===== src/rtl/rec_pkg.sv =====
package rec_pkg;

  localparam int STATE_W    = 3;
  localparam int NUM_STATES = 7;

  // Progress through the two patterns; ST_LOCK absorbs forever.
  typedef enum logic [STATE_W-1:0] {
    ST_EMPTY = 3'd0,  // nothing useful seen
    ST_Z     = 3'd1,  // ends in 0, not preceded by 1
    ST_ZO    = 3'd2,  // ends in 0,1
    ST_ZOZ   = 3'd3,  // ends in 0,1,0  (flag)
    ST_O     = 3'd4,  // ends in 1, not preceded by 0
    ST_OZ    = 3'd5,  // ends in 1,0
    ST_LOCK  = 3'd6   // 1,0,0 has been seen
  } rec_state_e;

endpackage


===== src/rtl/rec_next_state.sv =====
module rec_next_state
  import rec_pkg::*;
(
  input  rec_state_e cur,
  input  logic       accept,
  input  logic       bit_in,
  output rec_state_e nxt
);

  rec_state_e step;

  always_comb begin
    step = cur;
    unique case (cur)
      ST_EMPTY: step = bit_in ? ST_O  : ST_Z;
      ST_Z:     step = bit_in ? ST_ZO : ST_Z;
      ST_ZO:    step = bit_in ? ST_O  : ST_ZOZ;
      ST_ZOZ:   step = bit_in ? ST_ZO : ST_LOCK;
      ST_O:     step = bit_in ? ST_O  : ST_OZ;
      ST_OZ:    step = bit_in ? ST_ZO : ST_LOCK;
      ST_LOCK:  step = ST_LOCK;
      default:  step = ST_EMPTY;
    endcase
  end

  assign nxt = accept ? step : cur;

endmodule


===== src/rtl/rec_state_reg.sv =====
module rec_state_reg
  import rec_pkg::*;
#(
  parameter bit ONE_HOT = 1'b0
)(
  input  logic       clk,
  input  logic       rst,
  input  rec_state_e nxt,
  output rec_state_e cur
);

  generate
    if (ONE_HOT) begin : g_onehot
      logic [NUM_STATES-1:0] hot_q;
      logic [NUM_STATES-1:0] hot_d;

      always_comb begin
        hot_d      = '0;
        hot_d[nxt] = 1'b1;
      end

      always_ff @(posedge clk) begin
        if (rst) begin
          hot_q           <= '0;
          hot_q[ST_EMPTY] <= 1'b1;
        end else begin
          hot_q <= hot_d;
        end
      end

      always_comb begin
        cur = ST_EMPTY;
        for (int i = 0; i < NUM_STATES; i++) begin
          if (hot_q[i]) cur = rec_state_e'(STATE_W'(i));
        end
      end
    end else begin : g_binary
      rec_state_e st_q;

      always_ff @(posedge clk) begin
        if (rst) st_q <= ST_EMPTY;
        else     st_q <= nxt;
      end

      assign cur = st_q;
    end
  endgenerate

endmodule


===== src/rtl/rec_out_decode.sv =====
module rec_out_decode
  import rec_pkg::*;
(
  input  rec_state_e cur,
  output logic       match
);

  // Moore output: a function of the registered state only.
  assign match = (cur == ST_ZOZ);

endmodule


===== src/rtl/serial_pattern_guard.sv =====
module serial_pattern_guard
  import rec_pkg::*;
#(
  parameter bit ONE_HOT = 1'b0
)(
  input  logic clk,
  input  logic rst,
  input  logic in_valid,
  output logic in_ready,
  input  logic in_bit,
  output logic match_o
);

  rec_state_e cur_state;
  rec_state_e nxt_state;
  logic       ready_q;
  logic       accept;

  always_ff @(posedge clk) begin
    ready_q <= ~rst;
  end

  assign in_ready = ready_q;
  assign accept   = in_valid & ready_q;

  rec_next_state u_next (
    .cur    (cur_state),
    .accept (accept),
    .bit_in (in_bit),
    .nxt    (nxt_state)
  );

  rec_state_reg #(.ONE_HOT(ONE_HOT)) u_reg (
    .clk (clk),
    .rst (rst),
    .nxt (nxt_state),
    .cur (cur_state)
  );

  rec_out_decode u_dec (
    .cur   (cur_state),
    .match (match_o)
  );

endmodule


===== config.mk =====
export PLATFORM = sky130hd
export DESIGN_NAME = serial_pattern_guard
export DESIGN_NICKNAME = d
export VERILOG_FILES = /design/src/rtl/rec_pkg.sv /design/src/rtl/rec_next_state.sv /design/src/rtl/rec_state_reg.sv /design/src/rtl/rec_out_decode.sv /design/src/rtl/serial_pattern_guard.sv
export SDC_FILE = /design/constraint.sdc
export NUM_CORES = 1
export LEC_CHECK = 0
export BUFFER_PORTS_ARGS = -buffer_cell sky130_fd_sc_hd__buf_2
export CAP_MARGIN = 40
export CORE_AREA = 2 2 39 41
export DETAILED_ROUTE_END_ITERATION = 10
export DIE_AREA = 0 0 41 43
export GPL_ROUTABILITY_DRIVEN = 0
export GPL_TIMING_DRIVEN = 0
export HOLD_SLACK_MARGIN = 0.08
export PLACE_DENSITY = 0.37
export RECOVER_POWER = 50
export SKIP_CTS_REPAIR_TIMING = 1
export SLEW_MARGIN = 10
export SYNTH_ARGS = -nofsm -noshare
export SYNTH_HDL_FRONTEND = slang
export SYNTH_HIERARCHICAL = 1
export SYNTH_SLANG_ARGS = --single-unit

===== constraint.sdc =====
create_clock -name clk -period 1.6 [get_ports clk]
set_clock_uncertainty 0.2 [all_clocks]
set_input_delay 0.08 -clock clk [delete_from_list [all_inputs] [get_ports clk]]
set_output_delay 0.08 -clock clk [all_outputs]
set_load 0.02 [all_outputs]

**Word level (Yosys, flattened, before mapping)**

Index checks and enable logic that the tools add are counted.

- Flip-flop bits (word level): 4
- Input port bits: 4
- Output and inout port bits: 2

- Eq/ne operators: 6
- Mux-type cells: 6
- Bitwise gates (word level): 2
- Reductions and logical operators: 2

Operators by type and width:

| operator | count |
|---|---|
| $pmux 3 s6 | 1 |
| $eq 3x3->1 const B | 3 |
| $mux 3 | 3 |
| $eq 3x2->1 const B | 2 |
| $eq 3x1->1 const B | 1 |
| $logic_not 3->1 | 1 |
| $mux 2 | 1 |
| $reduce_or 2->1 | 1 |
| $and 1x1->1 | 1 |
| $mux 1 | 1 |
| $not 1->1 | 1 |

**Depth between registers and ports, before layout**

- Depth after elaboration: 3
- Depth in mapped cells: 5

**Cells and area by module**

The synthesis kept the hierarchy.

Modules (own cells, without submodules):

| module | instances | cells each | area an instance (um^2) | seq. area each (um^2) |
|---|---|---|---|---|
| rec_next_state | 1 | 18 | 103.8 | 0.0 |
| rec_state_reg | 1 | 6 | 78.8 | 60.1 |
| serial_pattern_guard | 1 | 3 | 30.0 | 20.0 |
| rec_out_decode | 1 | 1 | 8.8 | 0.0 |

**Worst setup path before layout**

No wires, ideal clock.

- Kind: reg2reg
- From: register ready_q, in the netlist in_ready
- To: register u_reg.g_binary.st_q[1], in the netlist u_reg/cur[1]
- Arrival: 1.170 ns
- Slack: 0.117 ns
- Stages on the path, launching flop included: 6
- Clock period less this slack: 1.483 ns
- Path through: dfxtp_1 -> and2_1 -> nor2b_2 -> a21oi_1 -> o221a_1 -> nor2b_1

- Word-level cells in the longest chain between the ends: 1

Ends and longest elaborated chain:

| item | RTL line | RTL |
|---|---|---|
| start: declaration | serial_pattern_guard.sv:16 | `logic ready_q;` |
| start signal: assignment | serial_pattern_guard.sv:20 | `ready_q <= ~rst;` |
| $and 1x1->1 | serial_pattern_guard.sv:24 | `assign accept = in_valid & ready_q;` |
| via accept | serial_pattern_guard.sv:17 | `logic accept;` |
| end signal: assignment | rec_state_reg.sv:42 | `else st_q <= nxt;` |
| end: declaration | rec_state_reg.sv:38 | `rec_state_e st_q;` |

The timed path passes the listed nets, and every way through them passes these cells.
A chain may end at the register's enable or synchronous reset.

**Worst setup path after layout**

Same ends and word-level chain as after synthesis.

==> flow_metrics.env <==
export IMPL_cts_tree="done"
export IMPL_synth_cells=28
export IMPL_start_util_pct=16.0
export IMPL_clock_sinks=4
export IMPL_io_pins=6
export IMPL_outcome="finished, final reports clean"
export IMPL_core_area_um2=1380
export IMPL_cts_reportedPaths_clkPinSlew_ns=0.04
export IMPL_startpoint_type="flop"
export IMPL_worst_slack_ns=0.143
export IMPL_die_area_um2=1760
export IMPL_nets=43
export IMPL_rr_startpoint="in_ready$_DFF_P_"
export IMPL_hold_path_startpoint="in_bit"
export IMPL_critical_path_class="flop to flop"
export IMPL_postPlaceCellArea_um2=267
export IMPL_rrSetupSlack_ns=0.14
export IMPL_layout_drive_gt1_share_pct=21.6
export IMPL_netlist_area_um2=221
export IMPL_wl_um=432
export IMPL_peakVddDrop_mv=0.267
export IMPL_first_pass_iters=4
export IMPL_final_period_utilization_pct=91.0
export IMPL_synth_edff_count=0
export IMPL_die_h_um=43
export IMPL_worstMarginPinSlew_ns=0.248
export IMPL_root_buffer="clkbuf_4"
export IMPL_ys_top_cells_by_area="dfxtp_1 (36%), a21oi_1 (9.0%), nand2_1 (8.5%)"
export IMPL_slew_violations=0
export IMPL_avgSynthCellArea_um2=7.91
export IMPL_maxCapViolations=0
export IMPL_clockBufferDepth=2
export IMPL_yosysTopAreaCellShare_pct=36.2
export IMPL_syn_to_final_growth_pct=33.9
export IMPL_period_needed_ns=1.46
export IMPL_grt_pass1_wl_um=662
export IMPL_power_density_nw_per_um2=922
export IMPL_yosysMostFrequentCell="nand2_1"
export IMPL_r2r_end="u_reg/cur[1]$_SDFF_PP0_"
export IMPL_vias_per_cell=3.92
export IMPL_synth_common_cells="nand2_1 (5), a21oi_1 (4), dfxtp_1 (4), inv_1 (3), nor2b_1 (3)"
export IMPL_cts_htree_levels=1
export IMPL_grt_setup_unrepaired="no"
export IMPL_grt_pass1_vias=183
export IMPL_cts_buffers=3
export IMPL_yosysUniqueCellTypes=13
export IMPL_hold_ws_ns=0.0701
export IMPL_post_dp_hpwl_um=338
export IMPL_final_setup_viol_count=0
export IMPL_power_switching_w=0.0000628
export IMPL_syn_nets=32
export IMPL_grt_max_degree=8
export IMPL_endpoint_kind="flop"
export IMPL_synth_area_leader_cell="dfxtp_1"
export IMPL_arrival_ns=1.37
export IMPL_combinationalPowerShare_pct=14.6
export IMPL_ys_ff_latch=4
export IMPL_reg2reg_depth=5
export IMPL_diodes=0
export IMPL_worstHoldPathType="input pin to flop"
export IMPL_overflow=0
export IMPL_vias=208
export IMPL_slew_headroom_pct=83.6
export IMPL_clkPwrFrac_pct=43.2
export IMPL_p_total_w=0.000273
export IMPL_port_buffer_count=5
export IMPL_fmax_mhz=687
export IMPL_path_max_fanout=4
export IMPL_final_hold_violation_count=0
export IMPL_clk_latency_ns=0.23
export IMPL_synthArstFlopShare_pct=0
export IMPL_finalInstanceArea_um2=297
export IMPL_place_ws_ns=0.166
export IMPL_critPathRequiredTime_ns=1.51
export IMPL_power_frac_seq_pct=42.2
export IMPL_p_leak_nw=0.125
export IMPL_antenna_found_initial=0
export IMPL_ys_warn_count=6
export IMPL_ys_seq_area_share_pct=36.2
export IMPL_fin_setup_tns_ns=0
export IMPL_num_rows=14
export IMPL_holdPathStages=3
export IMPL_num_fill_cells=152
export IMPL_grt_usage_pct=5.82
export IMPL_min_to="u_reg/cur[0]$_SDFF_PP0_"
export IMPL_netSwitchingFraction_pct=23.0
export IMPL_drtAntennaViolNets=0
export IMPL_drc=0
export IMPL_wire_per_inst_um=8.15
export IMPL_intPower_w=0.000211
export IMPL_drt_iter0_markers=4
export IMPL_synth_main_ff_cell="dfxtp_1"
export IMPL_die_x_um=41
==> registers in the layout (all words and copies together), names as in the netlist <==
name	count
u_reg/cur	3
in_ready	1
==> cells by family after synthesis <==
| family | share of synthesized area, % |
|---|---|
| AOI/OAI and AO/OA | 27.7 |
| and+or+nand+nor | 31.1 |
| DFF | 36.2 |
| buffers and inverters | 5.08 |
==> critical path, cell delays in order, from the launching register on <==
cell and delay [ns]:
dfxtp_1 0.31, and2_1 0.17, nor2b_2 0.21, a21oi_1 0.09, o221a_1 0.24, nor2b_1 0.13
==> through the flow <==
step / cells / util [%]
2_1_floorplan: 28 / -
3_3_place_gp: 49 / 19.3
3_5_place_dp: 49 / 19.3
4_1_cts: 52 / 20.9
5_1_grt: 53 / 21.4
6_report: 53 / 21.4
==> how the worst max path moves through the flow <==
stage | from | end | slack (ns)
final | in_ready$_DFF_P_ | u_reg/cur[1]$_SDFF_PP0_ | 0.14
after global routing | in_ready$_DFF_P_ | u_reg/cur[1]$_SDFF_PP0_ | 0.07
after CTS | in_ready$_DFF_P_ | u_reg/cur[1]$_SDFF_PP0_ | 0.16
after detailed placement | in_ready$_DFF_P_ | u_reg/cur[1]$_SDFF_PP0_ | 0.17
after global placement | in_ready$_DFF_P_ | u_reg/cur[1]$_SDFF_PP0_ | 0.19
after floorplan | in_ready$_DFF_P_ | u_reg/cur[1]$_SDFF_PP0_ | 0.12
==> cells in the final DEF, fill, tap and decap left out <==
cell type / instances
and2_1: 1
o311ai_2: 1
dlygate4sd3_1: 1
buf_2: 3
dfxtp_1: 4
a21oi_1: 4
nor2b_1: 3
nor2_1: 2
clkbuf_1: 2
o22ai_1: 1
o221a_1: 1
inv_1: 3
o21a_1: 1
and3b_1: 1
nand2_1: 5
clkbuf_4: 3
nor2b_2: 1
==> final cells by class <==
type                       instances  area, µm²  area share [%]
multi-input combinational         21        130            43.9
timing repair buffer               6       32.5            11.0
tap                               16       20.0            6.75
sequential                         4       80.1            27.0
clock buffer                       3       22.5            7.59
inverter                           3       11.3            3.80
==> power by group through the flow <==
stage | Sequential (W) | Combinational (W) | Clock, W
2_1_floorplan | 0.000117 | 0.0000260 | 0
3_3_place_gp | 0.000117 | 0.0000381 | 0
3_5_place_dp | 0.000117 | 0.0000387 | 0
4_1_cts | 0.000115 | 0.0000389 | 0.000124
5_1_grt | 0.000117 | 0.0000447 | 0.000132
6_report | 0.000115 | 0.0000399 | 0.000118
==> routing by layer <==
metal	share of wire (%)	routed length (µm)	track usage, %	vias to the layer above
met1	51	221	7.69	91
met4	0	0	4.00	0
met5	0	0	0	-
li1	-	-	-	113
met2	42	182	6.88	4
met3	6.5	28	3.14	0
Note: power is estimated with default switching activity, not from simulation.
